--- src/rtl/pirq_pkg.sv ---
package pirq_pkg;

    localparam int DW     = 8;
    localparam int NREG   = 5;
    localparam int AW     = 5;
    localparam int HALF   = DW / 2;

    localparam logic [AW-1:0] A_SUM    = 5'h00;
    localparam logic [AW-1:0] A_MASK   = 5'h01;
    localparam logic [AW-1:0] A_EVBASE = 5'h02;
    localparam logic [AW-1:0] A_GEN    = 5'h17;
    localparam logic [AW-1:0] A_CLR    = 5'h1A;
    localparam int            GEN_BIT  = 7;
    localparam int            CLR_BIT  = 7;

    typedef enum logic [2:0] {
        EVR_PWR    = 3'd0,
        EVR_DETCLS = 3'd1,
        EVR_FLT    = 3'd2,
        EVR_START  = 3'd3,
        EVR_SUP    = 3'd4
    } evreg_e;

    typedef logic [NREG-1:0][DW-1:0] evbank_t;

    typedef struct packed {
        logic sup;
        logic start;
        logic ilim;
        logic cls;
        logic det;
        logic disc;
        logic pgood;
        logic pen;
    } sum_t;

    function automatic logic [DW-1:0] mask_rst_val(input logic a);
        return {a, a, a, 1'b0, 1'b0, a, 1'b0, 1'b0};
    endfunction

endpackage

--- src/rtl/pirq_evt_bank.sv ---
module pirq_evt_bank
    import pirq_pkg::*;
#(
    parameter int N = NREG,
    parameter int W = DW
) (
    input  logic                clk,
    input  logic                rst,
    input  logic                clr_i,
    input  logic [N-1:0][W-1:0] set_i,
    output logic [N-1:0][W-1:0] ev_o
);

    logic [N-1:0][W-1:0] ev_q;

    for (genvar g = 0; g < N; g++) begin : g_reg
        always_ff @(posedge clk) begin
            if (rst || clr_i) begin
                ev_q[g] <= '0;
            end else begin
                ev_q[g] <= ev_q[g] | set_i[g];
            end
        end
    end

    assign ev_o = ev_q;

    // no bit drops without a clear
    a_r3_sticky_hold: assert property (@(posedge clk) disable iff (rst)
        !clr_i |=> ((ev_q & $past(ev_q)) == $past(ev_q)));

    // every pulsed bit is captured
    a_r3_capture: assert property (@(posedge clk) disable iff (rst)
        !clr_i |=> ((ev_q & $past(set_i)) == $past(set_i)));

    // clear-all beats a same-cycle set
    a_r4_clear_all: assert property (@(posedge clk) disable iff (rst)
        clr_i |=> (ev_q == '0));

endmodule

--- src/rtl/pirq_sum_reduce.sv ---
module pirq_sum_reduce
    import pirq_pkg::*;
(
    input  evbank_t ev_i,
    output sum_t    sum_o
);

    always_comb begin
        sum_o.pen   = |ev_i[EVR_PWR][HALF-1:0];
        sum_o.pgood = |ev_i[EVR_PWR][DW-1:HALF];
        sum_o.det   = |ev_i[EVR_DETCLS][HALF-1:0];
        sum_o.cls   = |ev_i[EVR_DETCLS][DW-1:HALF];
        sum_o.ilim  = |ev_i[EVR_FLT][HALF-1:0];
        sum_o.disc  = |ev_i[EVR_FLT][DW-1:HALF];
        sum_o.start = |ev_i[EVR_START];
        sum_o.sup   = |ev_i[EVR_SUP];
    end

endmodule

--- src/rtl/pirq_ctl_regs.sv ---
module pirq_ctl_regs
    import pirq_pkg::*;
(
    input  logic          clk,
    input  logic          rst,
    input  logic          auto_i,
    input  logic          we_i,
    input  logic [AW-1:0] addr_i,
    input  logic [DW-1:0] wdata_i,
    input  logic [DW-1:0] sum_i,
    input  evbank_t       ev_i,
    output logic          clr_o,
    output logic [DW-1:0] mask_o,
    output logic          gen_o,
    output logic [DW-1:0] rdata_o
);

    logic          auto_q;
    logic [DW-1:0] mask_q;
    logic          gen_q;

    always_ff @(posedge clk) begin
        auto_q <= auto_i;
    end

    always_ff @(posedge clk) begin
        if (rst) begin
            mask_q <= mask_rst_val(auto_q);
            gen_q  <= 1'b1;
        end else if (we_i) begin
            if (addr_i == A_MASK) mask_q <= wdata_i;
            if (addr_i == A_GEN)  gen_q  <= wdata_i[GEN_BIT];
        end
    end

    assign clr_o  = we_i && (addr_i == A_CLR) && wdata_i[CLR_BIT];
    assign mask_o = mask_q;
    assign gen_o  = gen_q;

    always_comb begin
        rdata_o = '0;
        if (addr_i == A_SUM) begin
            rdata_o = sum_i;
        end else if (addr_i == A_MASK) begin
            rdata_o = mask_q;
        end else if (addr_i == A_GEN) begin
            rdata_o[GEN_BIT] = gen_q;
        end
        for (int i = 0; i < NREG; i++) begin
            if (addr_i == A_EVBASE + AW'(i)) rdata_o = ev_i[i];
        end
    end

    // mask write lands
    a_r5_mask_write: assert property (@(posedge clk) disable iff (rst)
        (we_i && addr_i == A_MASK) |=> (mask_q == $past(wdata_i)));

    // enable write lands
    a_r6_gen_write: assert property (@(posedge clk) disable iff (rst)
        (we_i && addr_i == A_GEN) |=> (gen_q == $past(wdata_i[GEN_BIT])));

endmodule

--- src/rtl/pirq_irq_gate.sv ---
module pirq_irq_gate
    import pirq_pkg::*;
(
    input  logic          clk,
    input  logic          rst,
    input  logic [DW-1:0] sum_i,
    input  logic [DW-1:0] mask_i,
    input  logic          gen_i,
    output logic          irq_n_o
);

    logic [DW-1:0] live;

    assign live    = sum_i & mask_i;
    assign irq_n_o = ~(gen_i & (|live));

    // disabled pin stays high
    a_r6_gate_off: assert property (@(posedge clk) disable iff (rst)
        !gen_i |-> irq_n_o);

endmodule

--- src/rtl/pse_irq_hub.sv ---
module pse_irq_hub
    import pirq_pkg::*;
(
    input  logic          clk,
    input  logic          rst,
    input  logic          auto_mode,
    input  logic [DW-1:0] ev_pwr,
    input  logic [DW-1:0] ev_detcls,
    input  logic [DW-1:0] ev_flt,
    input  logic [DW-1:0] ev_start,
    input  logic [DW-1:0] ev_sup,
    input  logic [AW-1:0] addr,
    input  logic [DW-1:0] wdata,
    input  logic          we,
    output logic [DW-1:0] rdata,
    output logic          irq_n
);

    evbank_t       set_w;
    evbank_t       ev_w;
    sum_t          sum_s;
    logic [DW-1:0] sum_w;
    logic [DW-1:0] mask_w;
    logic          gen_w;
    logic          clr_w;

    always_comb begin
        set_w             = '0;
        set_w[EVR_PWR]    = ev_pwr;
        set_w[EVR_DETCLS] = ev_detcls;
        set_w[EVR_FLT]    = ev_flt;
        set_w[EVR_START]  = ev_start;
        set_w[EVR_SUP]    = ev_sup;
    end

    pirq_evt_bank #(.N(NREG), .W(DW)) u_bank (
        .clk   (clk),
        .rst   (rst),
        .clr_i (clr_w),
        .set_i (set_w),
        .ev_o  (ev_w)
    );

    pirq_sum_reduce u_red (
        .ev_i  (ev_w),
        .sum_o (sum_s)
    );

    assign sum_w = sum_s;

    pirq_ctl_regs u_ctl (
        .clk     (clk),
        .rst     (rst),
        .auto_i  (auto_mode),
        .we_i    (we),
        .addr_i  (addr),
        .wdata_i (wdata),
        .sum_i   (sum_w),
        .ev_i    (ev_w),
        .clr_o   (clr_w),
        .mask_o  (mask_w),
        .gen_o   (gen_w),
        .rdata_o (rdata)
    );

    pirq_irq_gate u_gate (
        .clk     (clk),
        .rst     (rst),
        .sum_i   (sum_w),
        .mask_i  (mask_w),
        .gen_i   (gen_w),
        .irq_n_o (irq_n)
    );

    // an enabled, unmasked summary bit pulls the pin low
    a_r1_fires: assert property (@(posedge clk) disable iff (rst)
        (gen_w && ((sum_w & mask_w) != '0)) |-> !irq_n);

    // with no events the summary reads zero
    a_r8_idle_zero: assert property (@(posedge clk) disable iff (rst)
        ((ev_w == '0) && (addr == A_SUM)) |-> (rdata == '0));

endmodule

--- config.mk ---
export PLATFORM = sky130hd
export DESIGN_NAME = pse_irq_hub
export DESIGN_NICKNAME = d
export VERILOG_FILES = /design/src/rtl/pirq_pkg.sv /design/src/rtl/pirq_evt_bank.sv /design/src/rtl/pirq_sum_reduce.sv /design/src/rtl/pirq_ctl_regs.sv /design/src/rtl/pirq_irq_gate.sv /design/src/rtl/pse_irq_hub.sv
export SDC_FILE = /design/constraint.sdc
export NUM_CORES = 1
export LEC_CHECK = 0
export BUFFER_PORTS_ARGS = -buffer_cell sky130_fd_sc_hd__buf_2
export CORE_UTILIZATION = 37
export CTS_BUF_LIST = sky130_fd_sc_hd__clkbuf_2 sky130_fd_sc_hd__clkbuf_4 sky130_fd_sc_hd__clkbuf_8
export DETAILED_ROUTE_END_ITERATION = 8
export PLACE_DENSITY_LB_ADDON = 0.2
export SETUP_SLACK_MARGIN = 0.2
export SLEW_MARGIN = 10
export SYNTH_ARGS = -nofsm -noshare
export SYNTH_HDL_FRONTEND = slang
export SYNTH_SLANG_ARGS = --single-unit
--- constraint.sdc ---
create_clock -name clk -period 2.9 [get_ports clk]
set_input_delay 0.145 -clock clk [delete_from_list [all_inputs] [get_ports clk]]
set_output_delay 0.145 -clock clk [all_outputs]
set_load 0.01 [all_outputs]
==> key figures, run 1 <==
Status
  – Status: finished clean

Clocking
  – H-tree depth: 2
  – Worst skew pair latency: 290 ps
  – CTS root buf: clkbuf_8
  – Total CTS buffers: 5
  – TritonCTS clock tree: done
  – CTS clk-pin slew, worst paths: 90 ps
  – Clk buf depth: 2
  – Clock sinks: 50

Global route
  – Vias in the first global route: 1833
  – First-pass GRT wire length: 9.33 mm
  – Total track usage: 0.194
  – Initial antenna violation count: 0
  – Overflow after GRT: 0
  – Largest net degree at the start of global routing: 41

Logic synthesis
  – Syn Area/Cell: 9.72 um^2
  – Commonest cells in the netlist: dfxtp_1, o21a_1, nor2_1
  – Ys async rst share: 0
  – Syn Inst Count: 232
  – Synth area leaders: dfxtp_1, o21a_1, edfxtp_1
  – Number of synthesized flops with an enable pin: 4
  – Synth Register Bits: 50
  – Post-synth top area share: 0.408
  – Syn. warnings: 0
  – Most used DFF post-synth: dfxtp_1
  – Distinct cells, synth: 44
  – Sequential element share of the synthesized area: 0.461
  – Top-count cell post-synth: dfxtp_1
  – Post-synthesis cell area: 2260 um^2
  – Mapped Nets: 289
  – Area leader, netlist: dfxtp_1

STA
  – Post-Route Skew: 0.872 ps
  – Crit path time final: 2020 ps
  – Final period util: 0.697
  – RSZ-0062 raised after global routing: false
  – Final-report setup violation count: 0
  – Total Neg Setup Slack: 0 ps
  – Final Max Slew Viols: 0
  – Worst slew pin tran: 605 ps
  – Max_slew headroom: 0.586
  – Max Freq: 0.495 GHz
  – Hold Violations, Final: 0

Critical path
  – Worst-path cell chain: nor4_1 > o221ai_1 > o31ai_1 > buf_2
  – Critical path type: flop to output pin
  – R2R setup slack: 2090 ps
  – Worst path arrival time: 1880 ps
  – Peak fanout along the critical path: 3
  – CP bufs+invs: 1
  – Critical path capture point type: output pin
  – Slowest cell on crit path: nor4_1
  – Worst setup SP type: flop
  – Crit-path max cell delay: 530 ps
  – Worst Path Required: 2760 ps
  – CP delay by family, top: simple AND/OR/NAND/NOR gates

Floorplanning
  – I/O pin count: 66
  – Chip width: 80.1 um
  – Site Rows: 28
  – Initial core utilization: 0.383
  – Die Area: 6410 um^2
  – Core area: 5890 um^2
  – Die Ht: 80.1 um

Drt
  – Drt wl/cell: 15.8 um
  – Drt initial violations: 172
  – Initial DRT Pass Iterations: 5
  – Via Count: 2007
  – Remaining DRCs: 0
  – ANT nets after route: 0
  – Drt via density: 5.47
  – WL final: 5.81 mm

Job
  – # Max-Cap Violations: 0

Pwr
  – Leak: 1.13 nW
  – VDD IR max: 0.288 mV
  – Pwr dens: 501 nW/um^2
  – Total chip power: 1.35 mW

Cells and area
  – Layout area overhead: 19.7%
  – Final #Nets: 349
  – Ant. Diodes: 0
  – Finished Core Util: 0.459
  – Fin area: 2700 um^2
  – Share of cells above drive strength 1: 0.264

Placement
  – Estimated wirelength of the detail-placed design: 4.46 mm
  – GP Congestion: 0.873
  – Area of placed instances: 2610 um^2
  – I/O Buffers: 65

Hold path
  – Worst hold path class: input port to flop
-- report_power, final --
part	internal [mW]	switching [mW]	leakage [nW]
logic	0.0931	0.0919	0.663
clock network	0.167	0.218	0.0444
registers	0.741	0.0413	0.426
total	1.00	0.351	1.13
-- cell usage in the layout (no fill, tap or decap), types with 2 or more instances in the layout --
cell and count:
inv_1 4, dfxtp_1 46, o21ai_0 5, o21a_1 40, a22o_1 4, clkbuf_8 5
edfxtp_1 4, o221ai_1 2, nor3_1 4, o32a_1 5, nor2_1 19, nand3b_1 3
nand2b_1 7, buf_2 65, o22ai_1 8, a22oi_1 5, a21oi_1 10, nor4_1 10
nand2_1 8, mux2i_1 11
-- final timing paths --
kind,from,endpoint,cells after the start
min reg2reg,u_bank.ev_o[27]$_SDFF_PP0_,u_bank.ev_o[27]$_SDFF_PP0_,1
min,ev_detcls[0],u_bank.ev_o[8]$_SDFF_PP0_,2
max reg2reg,u_ctl.auto_q$_DFF_P_,u_ctl.mask_o[7]$_DFFE_PP_,1
max,u_bank.ev_o[6]$_SDFF_PP0_,irq_n,4
-- stage by stage --
| stage | setup slack [ps] | cells | hold slack (ps) |
|---|---|---|---|
| 2_1_floorplan | 1460 | 232 | 173 |
| 5_1_grt | 673 | 367 | 20.5 |
| 6_report | 878 | 367 | 35.4 |
| 4_1_cts | 824 | 367 | 24.2 |
| 3_5_place_dp | 1050 | 359 | 249 |
| 3_3_place_gp | 1050 | 359 | 248 |
-- registers in the layout (all words and copies together), names as in the netlist --
signal and count:
u_bank.ev_o 40, u_ctl.mask_o 8, u_ctl.auto_q 1, u_ctl.gen_o 1
-- kinds of logic after synthesis --
group | Yosys count | synth area share
buf+inv | 18 | 0.0405
compound gates | 88 | 0.285
simple gates | 65 | 0.165
mux | 11 | 0.0488
flops | 50 | 0.461
-- repair_timing --
action,4_1_cts,5_1_grt
gates resized for setup,0,0
hold buffers,1,0
buffers inserted,0,0
hold endpoints to repair,1,0
-- layer usage --
layer | global-route usage | part of all wire
met5 | 0 | 0
met4 | 0.0679 | 0.018
met3 | 0.0386 | 0.051
met2 | 0.300 | 0.45
met1 | 0.266 | 0.48
-- layout make-up --
class	instances	area (um^2)
Fill cell	595	3180
Multi-Input combinational cell	164	1130
Sequential cell	50	1040
Timing Repair Buffer	67	343
Tap cell	75	93.8
Clock buffer	5	68.8
Inverter	4	15.0
Clock inverter	2	13.8
(Power assumes the default switching activity.)
==> run 2, diff against run 1 <==
--- a/config.mk
+++ b/config.mk
@@ -5,6 +5,7 @@
 export SDC_FILE = /design/constraint.sdc
 export NUM_CORES = 1
 export LEC_CHECK = 0
+export ABC_AREA = 1
 export BUFFER_PORTS_ARGS = -buffer_cell sky130_fd_sc_hd__buf_2
 export CORE_UTILIZATION = 37
 export CTS_BUF_LIST = sky130_fd_sc_hd__clkbuf_2 sky130_fd_sc_hd__clkbuf_4 sky130_fd_sc_hd__clkbuf_8
==> constraint.sdc (replaced) <==
create_clock -name clk -period 1.8 [get_ports clk]
set_input_delay 0.09 -clock clk [delete_from_list [all_inputs] [get_ports clk]]
set_output_delay 0.09 -clock clk [all_outputs]
set_load 0.01 [all_outputs]
==> run 2 against run 1 <==
  * Die area down 2.9%
  * Non-clock buffer count up 11
  * Cell area grew 4.8%
  * Register-to-register slack worse by 1000 ps
  * Global-route usage decreased by 1.1 points
  * Hold slack got worse by 31 ps
==> key figures, run 2 <==
Global route
  – Largest net degree at the start of global routing: 41 (unchanged)
  – Overflow after GRT: 0 (unchanged)
  – Initial antenna violation count: 0 (unchanged)
  – Total track usage: 0.183 (-0.0110)
  – First-pass GRT wire length: 8.71 mm (-6.7%)
  – Vias in the first global route: 1900 (+3.7%)

Floorplanning
  – Die Area: 6230 um^2 (-2.9%)
  – Chip width: 78.9 um (-1.4%)
  – Die Ht: 78.9 um (-1.4%)
  – Site Rows: 27 (-3.6%)
  – Core area: 5610 um^2 (-4.7%)
  – I/O pin count: 66 (unchanged)
  – Initial core utilization: 0.390 (+0.00716)

Drt
  – ANT nets after route: 0 (unchanged)
  – WL final: 5.49 mm (-5.5%)
  – Initial DRT Pass Iterations: 4 (-1)
  – Drt wl/cell: 11.8 um (-25%)
  – Remaining DRCs: 0 (unchanged)
  – Drt initial violations: 108 (-37%)
  – Via Count: 2119 (+5.6%)
  – Drt via density: 4.56 (-17%)

Pwr
  – Cell Int Power: 1.61 mW (+61%)
  – Pwr dens: 775 nW/um^2 (+55%)
  – Leak: 1.35 nW (+19%)
  – Clock network fraction of total power: 0.290 (+0.005)
  – Logic pwr share: 0.134 (-0.003)
  – Sequential share of power: 0.576 (-0.003)
  – Net Sw Frac: 0.265 (+0.00535)
  – Psw: 581 uW (+65%)
  – VDD IR max: 0.392 mV (+36%)

Job
  – # Max-Cap Violations: 0 (unchanged)

STA
  – RSZ-0062 raised after global routing: true
  – Final-report setup violation count: 0 (unchanged)
  – Hold Violations, Final: 0 (unchanged)
  – Total Neg Setup Slack: 0 ps (unchanged)
  – Worst slew pin tran: 424 ps (-181 ps)
  – Final Max Slew Viols: 0 (unchanged)
  – Max_slew headroom: 0.717 (+0.131)
  – Final period util: 0.860
  – Max Freq: 0.646 GHz
  – Post-Route Skew: 1.53 ps (+0.662 ps)
  – Crit path time final: 1550 ps

Cells and area
  – Most frequent cells in the layout: nor2_1, nand2_1, buf_2, dfxtp_1, nand3_1
  – Fin area: 2830 um^2 (+4.8%)
  – Commonest non-fill, non-tap cell in the layout: nor2_1
  – Ant. Diodes: 0 (unchanged)
  – Max FFs per register: 40 (unchanged)
  – Share of cells above drive strength 1: 0.293 (+0.0289)
  – Final #Nets: 449 (+29%)
  – Layout area overhead: 29.3%

Placement
  – Area of placed instances: 2580 um^2 (-1.2%)
  – GP Congestion: 0.947 (+8.5%)
  – Estimated wirelength of the detail-placed design: 4.28 mm (-4.0%)
  – I/O Buffers: 65 (unchanged)

Critical path
  – Crit-path max cell delay: 340 ps (-190 ps)
  – R2R Path End: u_ctl.mask_o[2]$_DFFE_PP_
  – Worst Path Required: 1710 ps (-1050 ps)
  – Critical path type: flop to output pin
  – RR Startpoint: u_ctl.auto_q$_DFF_P_
  – Worst path arrival time: 1460 ps (-420 ps)
  – CP delay by family, top: simple AND/OR/NAND/NOR gates
  – Worst setup SP type: flop
  – R2R setup slack: 1050 ps (-1040 ps)
  – Slowest cell on crit path: dfxtp_2
  – CP most frequent cell: nand4_1
  – Worst Reg2Reg Path Length in Cells: 2 (+1)
  – Worst-path cell chain: nor2_2 > nand4_1 > nand2_1 > nand4_1 > nor2_1 > nand3_1 > buf_2
  – Peak fanout along the critical path: 3 (unchanged)
  – Critical path capture point type: output pin
  – CP bufs+invs: 1 (unchanged)

Clocking
  – Worst skew pair latency: 300 ps (about the same)
  – TritonCTS clock tree: done
  – CTS root buf: clkbuf_8
  – Clock sinks: 50 (unchanged)
  – CTS clk-pin slew, worst paths: 90 ps (about the same)
  – Total CTS buffers: 5 (unchanged)
  – Clk buf depth: 2 (unchanged)
  – H-tree depth: 2 (unchanged)

Hold path
  – Hold EP: u_bank.ev_o[30]$_SDFF_PP0_
  – Min-delay src: ev_start[6]
  – Worst hold path class: input port to flop
  – Hold path cells: 3 (+1)

Logic synthesis
  – Syn Area/Cell: 7.02 um^2 (-28%)
  – Syn. warnings: 0 (unchanged)
  – Most used DFF post-synth: dfxtp_1
  – Sequential element share of the synthesized area: 0.475 (+0.0140)
  – Distinct cells, synth: 15 (-66%)
  – Syn Inst Count: 312 (+34%)
  – Area leader, netlist: dfxtp_1
  – Number of synthesized flops with an enable pin: 4 (unchanged)
  – Post-synthesis cell area: 2190 um^2 (-2.9%)
  – Ys async rst share: 0 (unchanged)
  – Synth area leaders: dfxtp_1, nor2_1, nand2_1
  – Synth Register Bits: 50 (unchanged)
  – Commonest cells in the netlist: nor2_1, nand2_1, dfxtp_1
  – Post-synth top area share: 0.421 (+0.0124)
  – Mapped Nets: 369 (+28%)
  – Top-count cell post-synth: nor2_1

Status
  – Status: finished clean
## run 2: cell count changes after synthesis, moves of 10 or more
| cell | previous run | this run |
|---|---|---|
| mux2i_1 | 11 | 0 |
| nand3_1 | 1 | 19 |
| o21a_1 | 40 | 0 |
| nand2_1 | 8 | 78 |
| nor4_1 | 10 | 0 |
| nor2_1 | 20 | 109 |
## run 2: area by class of cell
cell class / instances / area (um^2)
clock inverters: 3 / 21.3
multi-input cells: 244 / 1090
repair buffers: 78 / 455
well taps: 72 / 90.1
inverters: 13 / 48.8
flip-flops and latches: 50 / 1060
clock buffers: 5 / 68.8
fillers: 613 / 2780
## run 2: worst min-delay path, delay by kind of cell
kind	cells	cell delay, ps
and+or+nand+nor	2	110
buffers and inverters	1	70
## run 2: worst max path at each step
| stage | slack [ps] | cells after the start | from | end |
|---|---|---|---|---|
| global placement | 370 | 6 | addr[4] | u_ctl.mask_o[5]$_DFFE_PP_ |
| CTS | 210 | 7 | u_bank.ev_o[24]$_SDFF_PP0_ | rdata[6] |
| global route | 150 | 7 | u_bank.ev_o[21]$_SDFF_PP0_ | rdata[2] |
| floorplan | 750 | 5 | addr[4] | u_ctl.mask_o[2]$_DFFE_PP_ |
| finish | 250 | 7 | u_bank.ev_o[29]$_SDFF_PP0_ | rdata[6] |
| detailed placement | 320 | 6 | addr[4] | u_ctl.mask_o[5]$_DFFE_PP_ |
## run 2: power groups by stage
stage / Sequential [mW] / Combinational, mW / Clock (mW)
3_5_place_dp: 1.28 / 0.269 / 0
6_report: 1.26 / 0.293 / 0.637
3_3_place_gp: 1.28 / 0.264 / 0
4_1_cts: 1.25 / 0.283 / 0.666
5_1_grt: 1.27 / 0.336 / 0.700
2_1_floorplan: 1.26 / 0.161 / 0
## run 2: layer usage
| layer | routed length, um | part of all wire | vias up | track usage |
|---|---|---|---|---|
| li1 | - | - | 1151 | - |
| met1 | 2760 | 0.50 | 913 | 0.251 |
| met2 | 2410 | 0.44 | 46 | 0.283 |
| met3 | 230 | 0.042 | 9 | 0.0391 |
| met4 | 84 | 0.015 | 0 | 0.0618 |
| met5 | 0 | 0 | - | 0 |
## run 2: timing repair
action	4_1_cts	5_1_grt
hold buffers	8	0
setup buffers	0	3
gates resized for setup	0	26
setup endpoints to repair	0	8
endpoints found under the hold margin	8	0
## run 2: logic make-up after synthesis
kind of cell,count (synthesis),synth area share
AOI/OAI and AO/OA,18,0.0509
and+or+nand+nor,226,0.426
buffers and inverters,18,0.0480
DFF,50,0.475
## run 2: through the flow
stage	total power, mW	worst slack (ps)	util	hold WS [ps]	cells
floorplan	1.42	752	-	118	312
global placement	1.54	370	0.459	195	446
detailed placement	1.55	318	0.459	196	446
CTS	2.20	215	0.490	0.537	462
global route	2.31	145	0.505	7.12	465
finish	2.19	251	0.505	4.89	465
